**src/rtl/activity_pkg.sv**
```systemverilog
package activity_pkg;
  // Saturating counter update: base + up - down, clamped to [0, max_v]
  function automatic int sat_step(int base, int up, int down, int max_v);
    int s;
    s = base + up - down;
    if (s < 0) s = 0;
    else if (s > max_v) s = max_v;
    return s;
  endfunction
endpackage

```
**src/rtl/activity_shift_buf.sv**
```systemverilog
module activity_shift_buf #(
  parameter int DEPTH = 4
) (
  input  logic             clk_i,
  input  logic             rst_ni,
  input  logic             record_i,
  input  logic             advance_i,
  output logic [DEPTH-1:0] buf_o,
  output logic             inc_o,
  output logic             dec_o
);
  logic [DEPTH-1:0] buf_q, shifted;

  generate
    if (DEPTH == 1) begin : g_single
      assign shifted = advance_i ? 1'b0 : buf_q;
    end else begin : g_multi
      assign shifted = advance_i ? {buf_q[DEPTH-2:0], 1'b0} : buf_q;
    end
  endgenerate

  // shift first, then the new mark lands in slot 0
  assign inc_o = record_i & ~shifted[0];
  assign dec_o = advance_i & buf_q[DEPTH-1];

  always_ff @(posedge clk_i or negedge rst_ni) begin
    if (!rst_ni) buf_q <= '0;
    else begin
      buf_q    <= shifted;
      if (record_i) buf_q[0] <= 1'b1;
    end
  end

  assign buf_o = buf_q;
endmodule

```
**src/rtl/stage_flag_bank.sv**
```systemverilog
module stage_flag_bank #(
  parameter int N_STAGES = 5,
  parameter int IDX_W    = 4
) (
  input  logic                clk_i,
  input  logic                rst_ni,
  input  logic                act_req_i,
  input  logic [IDX_W-1:0]    act_idx_i,
  input  logic                deact_req_i,
  input  logic [IDX_W-1:0]    deact_idx_i,
  output logic [N_STAGES-1:0] flags_o,
  output logic                inc_o,
  output logic                dec_o
);
  logic [N_STAGES-1:0] flags_q, set_v, clr_v;

  for (genvar i = 0; i < N_STAGES; i++) begin : g_stage
    logic hit_a, hit_d;
    assign hit_a    = act_req_i & (act_idx_i == IDX_W'(i));
    assign hit_d    = deact_req_i & (deact_idx_i == IDX_W'(i));
    // opposing requests on one stage cancel
    assign set_v[i] = hit_a & ~hit_d & ~flags_q[i];
    assign clr_v[i] = hit_d & ~hit_a & flags_q[i];
  end

  always_ff @(posedge clk_i or negedge rst_ni) begin
    if (!rst_ni) flags_q <= '0;
    else         flags_q <= (flags_q | set_v) & ~clr_v;
  end

  assign inc_o   = |set_v;
  assign dec_o   = |clr_v;
  assign flags_o = flags_q;
endmodule

```
**src/rtl/activity_counter.sv**
```systemverilog
module activity_counter #(
  parameter int CNT_W = 4
) (
  input  logic             clk_i,
  input  logic             rst_ni,
  input  logic             inc_buf_i,
  input  logic             dec_buf_i,
  input  logic             inc_stage_i,
  input  logic             dec_stage_i,
  input  logic             load_i,
  input  logic [CNT_W-1:0] load_val_i,
  output logic [CNT_W-1:0] count_o
);
  import activity_pkg::*;
  localparam int MaxVal = (1 << CNT_W) - 1;

  logic [CNT_W-1:0] count_q, count_d;

  always_comb begin
    count_d = CNT_W'(sat_step(int'(count_q),
                              int'(inc_buf_i) + int'(inc_stage_i),
                              int'(dec_buf_i) + int'(dec_stage_i), MaxVal));
    if (load_i) count_d = load_val_i;
  end

  always_ff @(posedge clk_i or negedge rst_ni) begin
    if (!rst_ni) count_q <= '0;
    else         count_q <= count_d;
  end

  assign count_o = count_q;
endmodule

```
**src/rtl/activity_idle_tracker.sv**
```systemverilog
module activity_idle_tracker #(
  parameter int DEPTH    = 4,
  parameter int N_STAGES = 5,
  localparam int CNT_W   = $clog2(DEPTH + N_STAGES + 1),
  localparam int IDX_W   = $clog2(N_STAGES) + 1
) (
  input  logic                clk_i,
  input  logic                rst_ni,
  input  logic                record_i,
  input  logic                advance_i,
  input  logic                act_req_i,
  input  logic [IDX_W-1:0]    act_idx_i,
  input  logic                deact_req_i,
  input  logic [IDX_W-1:0]    deact_idx_i,
  input  logic                load_i,
  input  logic [CNT_W-1:0]    load_val_i,
  output logic                active_o,
  output logic [CNT_W-1:0]    count_o,
  output logic [N_STAGES-1:0] stage_flags_o,
  output logic                mismatch_o
);
  logic [DEPTH-1:0] buf_q;
  logic inc_buf, dec_buf, inc_stg, dec_stg;

  activity_shift_buf #(.DEPTH(DEPTH)) u_buf (
    .clk_i, .rst_ni, .record_i, .advance_i,
    .buf_o(buf_q), .inc_o(inc_buf), .dec_o(dec_buf)
  );

  stage_flag_bank #(.N_STAGES(N_STAGES), .IDX_W(IDX_W)) u_flags (
    .clk_i, .rst_ni, .act_req_i, .act_idx_i, .deact_req_i, .deact_idx_i,
    .flags_o(stage_flags_o), .inc_o(inc_stg), .dec_o(dec_stg)
  );

  activity_counter #(.CNT_W(CNT_W)) u_cnt (
    .clk_i, .rst_ni,
    .inc_buf_i(inc_buf), .dec_buf_i(dec_buf),
    .inc_stage_i(inc_stg), .dec_stage_i(dec_stg),
    .load_i, .load_val_i, .count_o
  );

  assign active_o   = |count_o;
  assign mismatch_o = int'(count_o) != ($countones(buf_q) + $countones(stage_flags_o));
endmodule

```
**config.mk**
```make
export PLATFORM = sky130hd
export DESIGN_NAME = activity_idle_tracker
export DESIGN_NICKNAME = d
export VERILOG_FILES = /design/src/rtl/activity_pkg.sv /design/src/rtl/activity_shift_buf.sv /design/src/rtl/stage_flag_bank.sv /design/src/rtl/activity_counter.sv /design/src/rtl/activity_idle_tracker.sv
export SDC_FILE = /design/constraint.sdc
export NUM_CORES = 1
export LEC_CHECK = 0
export ABC_AREA = 1
export ABC_CLOCK_PERIOD_IN_PS = 8500
export BUFFER_PORTS_ARGS = -buffer_cell sky130_fd_sc_hd__buf_2
export CAP_MARGIN = 20
export CORE_ASPECT_RATIO = 0.7
export CORE_MARGIN = 2
export CORE_UTILIZATION = 50
export CTS_CLUSTER_SIZE = 20
export DETAILED_ROUTE_END_ITERATION = 8
export GPL_TIMING_DRIVEN = 0
export HOLD_SLACK_MARGIN = 0.02
export PLACE_DENSITY = 0.73
export SYNTH_ARGS = -nofsm -noshare
export SYNTH_HDL_FRONTEND = slang
export SYNTH_SLANG_ARGS = --single-unit
```
**constraint.sdc**
```tcl
create_clock -name clk_i -period 8.5 [get_ports clk_i]
set_input_delay 1.275 -clock clk_i [delete_from_list [all_inputs] [get_ports clk_i]]
set_output_delay 1.275 -clock clk_i [all_outputs]
set_load 0.03 [all_outputs]
```
==> impl_results.md <==
* Die Span Y at 47.6 um
* CP Data Required Time at 7220 ps
* CP Launch Type: register
* TritonCTS clock tree: done
* Sequential fraction of the synthesis area at 24.0%
* Adder-Cell Fraction of Synth Area at 21.4%
* Detailed placement HPWL at 2530 um
* DIE AREA at 3150 um^2
* Clk_lat worst skew at 250 ps
* Cell Pwr Density at 319 nW/um^2
* RSZ-0062 raised after global routing: no
* Setup TNS Final at 0 ps
* H-tree Lvls at 1
* Setup CP Type: register to primary output
* Layout Nets at 262
* Arr. time, crit path at 3630 ps
* Post-CTS Setup Inserts at 0
* Tmin final at 4910 ps
* Clk_skew at 0.958 ps
* First-pass GRT wire length at 4890 um
* Syn Area/Cell at 7.07 um^2
* Placer Congestion at 0.895
* HP Class: register to register
* Max-capacitance violation count at 0
* Initial Utilization at 54.0%
* Min-Delay Startpoint: u_flags.flags_o[0]
* Syn nets at 230
* Finished Core Util at 62.9%
* VDD IR-drop max at 0.165 mV
* Synth Register Bits at 13
* DR WL/cell at 11.3 um
* Mux share of post-synthesis cell area at 0%
* Total power at 0.504 mW
* Worst setup EP type: primary output
* Global route total overflow at 0
* Status: completed
* Clk root buf: clkbuf_8
* Via count at 1,266
* Syn-to-layout area delta at 16.5%
* Core Rows at 15
* Pin count of the biggest net entering global routing at 14
* DR iter-0 viols at 104
* Fin crit share at 57.7%
* Top Ports at 30
* Worst r2r src: u_flags.flags_o[4]
* Max-slew violations at 0
* Netlist cell types at 24
* Cts bufs inserted at 3
* N_diodes at 0
* Post-route cell area at 1580 um^2
* Synth Area in Simple Gates at 32.9%
* Drt first pass iters at 4
* Setup crit start: u_buf.buf_o[0]
* Final setup vio count at 0
* Number of hold buffers added after CTS at 0
* Cell area after synthesis at 1360 um^2
* # DRC at 0
* Clock sinks at 13
* Worst Tran Pin Value at 309 ps
* Core area at 2510 um^2
* Max Freq at 0.204 GHz
* Vias in the first global route at 1,100
* Share of layout cells above drive strength 1 at 19.7%
* Final ANT Viol Nets at 0
* Clk pin slew, worst setup/hold paths at 60 ps
* Relative slew margins at 79.4%
* Total Routed Length at 2910 um
* Total GRT Usage at 21.5%
* Post_cts resized at 0
* Min Hold Slack at 535 ps
* IO Port Bufs at 27
* LEAKAGE at 0.866 nW
* Cells after Synth at 192
* Synth Area in Compound Gates at 6.45%
* Die W at 66.3 um
* Initial antenna violation count at 0
* XOR/XNOR share of the synthesized area at 3.87%
* Largest family of logic cells by synthesized area: simple AND/OR/NAND/NOR gates
* Syn. warnings at 0
* DR vias/cell at 4.93
* Placed inst area at 1540 um^2
* Endpoints failing hold at 0
* Clock buffer depth at 2
* CP max FO at 2
==> flip-flops by register name, indices dropped and copies added (netlist names) <==
signal / count
u_cnt.count_o: 4
u_buf.buf_o: 4
u_flags.flags_o: 5
==> kinds of logic after synthesis <==
group	count (synthesis)
fa+ha+maj	19
compound gates	13
simple gates	100
buf+inv	41
flops	13
xor+xnor	6
==> cells in the mapped netlist <==
cell	instances	share of area (%)
nor3_1	2	0.74
ha_1	12	11
nand3_1	18	6.6
inv_2	1	0.28
inv_1	38	11
buf_2	1	0.37
nand2_2	1	0.46
dfrtp_1	13	24
a21oi_4	1	1.2
nand4_1	5	2.3
nor3_2	1	0.74
nor2_4	2	1.7
a31oi_2	1	0.92
clkbuf_1	1	0.28
xor2_1	4	2.6
o21ai_0	7	2.6
a21oi_2	1	0.65
fa_1	7	10
xnor2_1	2	1.3
o21ai_1	1	0.37
nor2_1	18	5.0
nor2_2	4	1.8
a21oi_1	2	0.74
nand2_1	49	14
==> cell type report <==
class	count	area, um^2
plain buffers	2	8.76
clock inverters	1	5.00
clock buffers	3	41.3
repair buffers	27	135
well taps	34	42.5
multi-input cells	138	877
flip-flops and latches	13	325
fillers	243	933
inverters	39	146
==> metal layers <==
layer | share of wire [%] | track usage, %
met2 | 41 | 33.4
met4 | 0.72 | 4.90
met1 | 51 | 30.6
met5 | 0 | 0
met3 | 6.6 | 5.65
==> critical path, stage by stage (launching register included) <==
cell     delay, ps
dfrtp_1        410
fa_1           540
inv_1           50
fa_1           490
fa_1           430
fa_1           410
fa_1           390
xnor2_1        220
xor2_1         160
nor2_1          60
nand2_1         50
buf_2          180
==> where the power goes <==
part,total (mW),switching (mW),internal [mW]
Combinational,0.349,0.216,0.133
Sequential,0.0990,0.0198,0.0792
Clock,0.0560,0.0236,0.0324
==> worst paths after layout <==
path,end,cells after the start,slack [ps]
setup / recovery,mismatch_o,11,3590
hold / removal,u_flags.flags_o[0],2,540
setup reg to reg,u_cnt.count_o[1],17,5550
hold reg to reg,u_flags.flags_o[0],2,540
max in group asynchronous,u_buf.buf_o[2],1,7370
min in group asynchronous,u_cnt.count_o[3],1,910
==> metrics by stage <==
step | cells | worst slack (ps)
2_1_floorplan | 192 | 4000
3_3_place_gp | 253 | 3900
3_5_place_dp | 253 | 3860
4_1_cts | 257 | 3590
5_1_grt | 257 | 3430
6_report | 257 | 3590
==> cells in the final DEF, fill, tap and decap left out, types with 2 or more instances in the layout <==
cell type	n
nor2_4	2
fa_1	7
nor2_1	18
nor2_2	4
nor3_1	2
nand2_1	49
buf_2	28
xor2_1	4
nand4_1	5
ha_1	12
a21oi_1	2
dfrtp_1	13
inv_1	38
o21ai_0	7
xnor2_1	2
clkbuf_8	3
nand3_1	18
No activity file was read; power rests on OpenSTA's default activity.
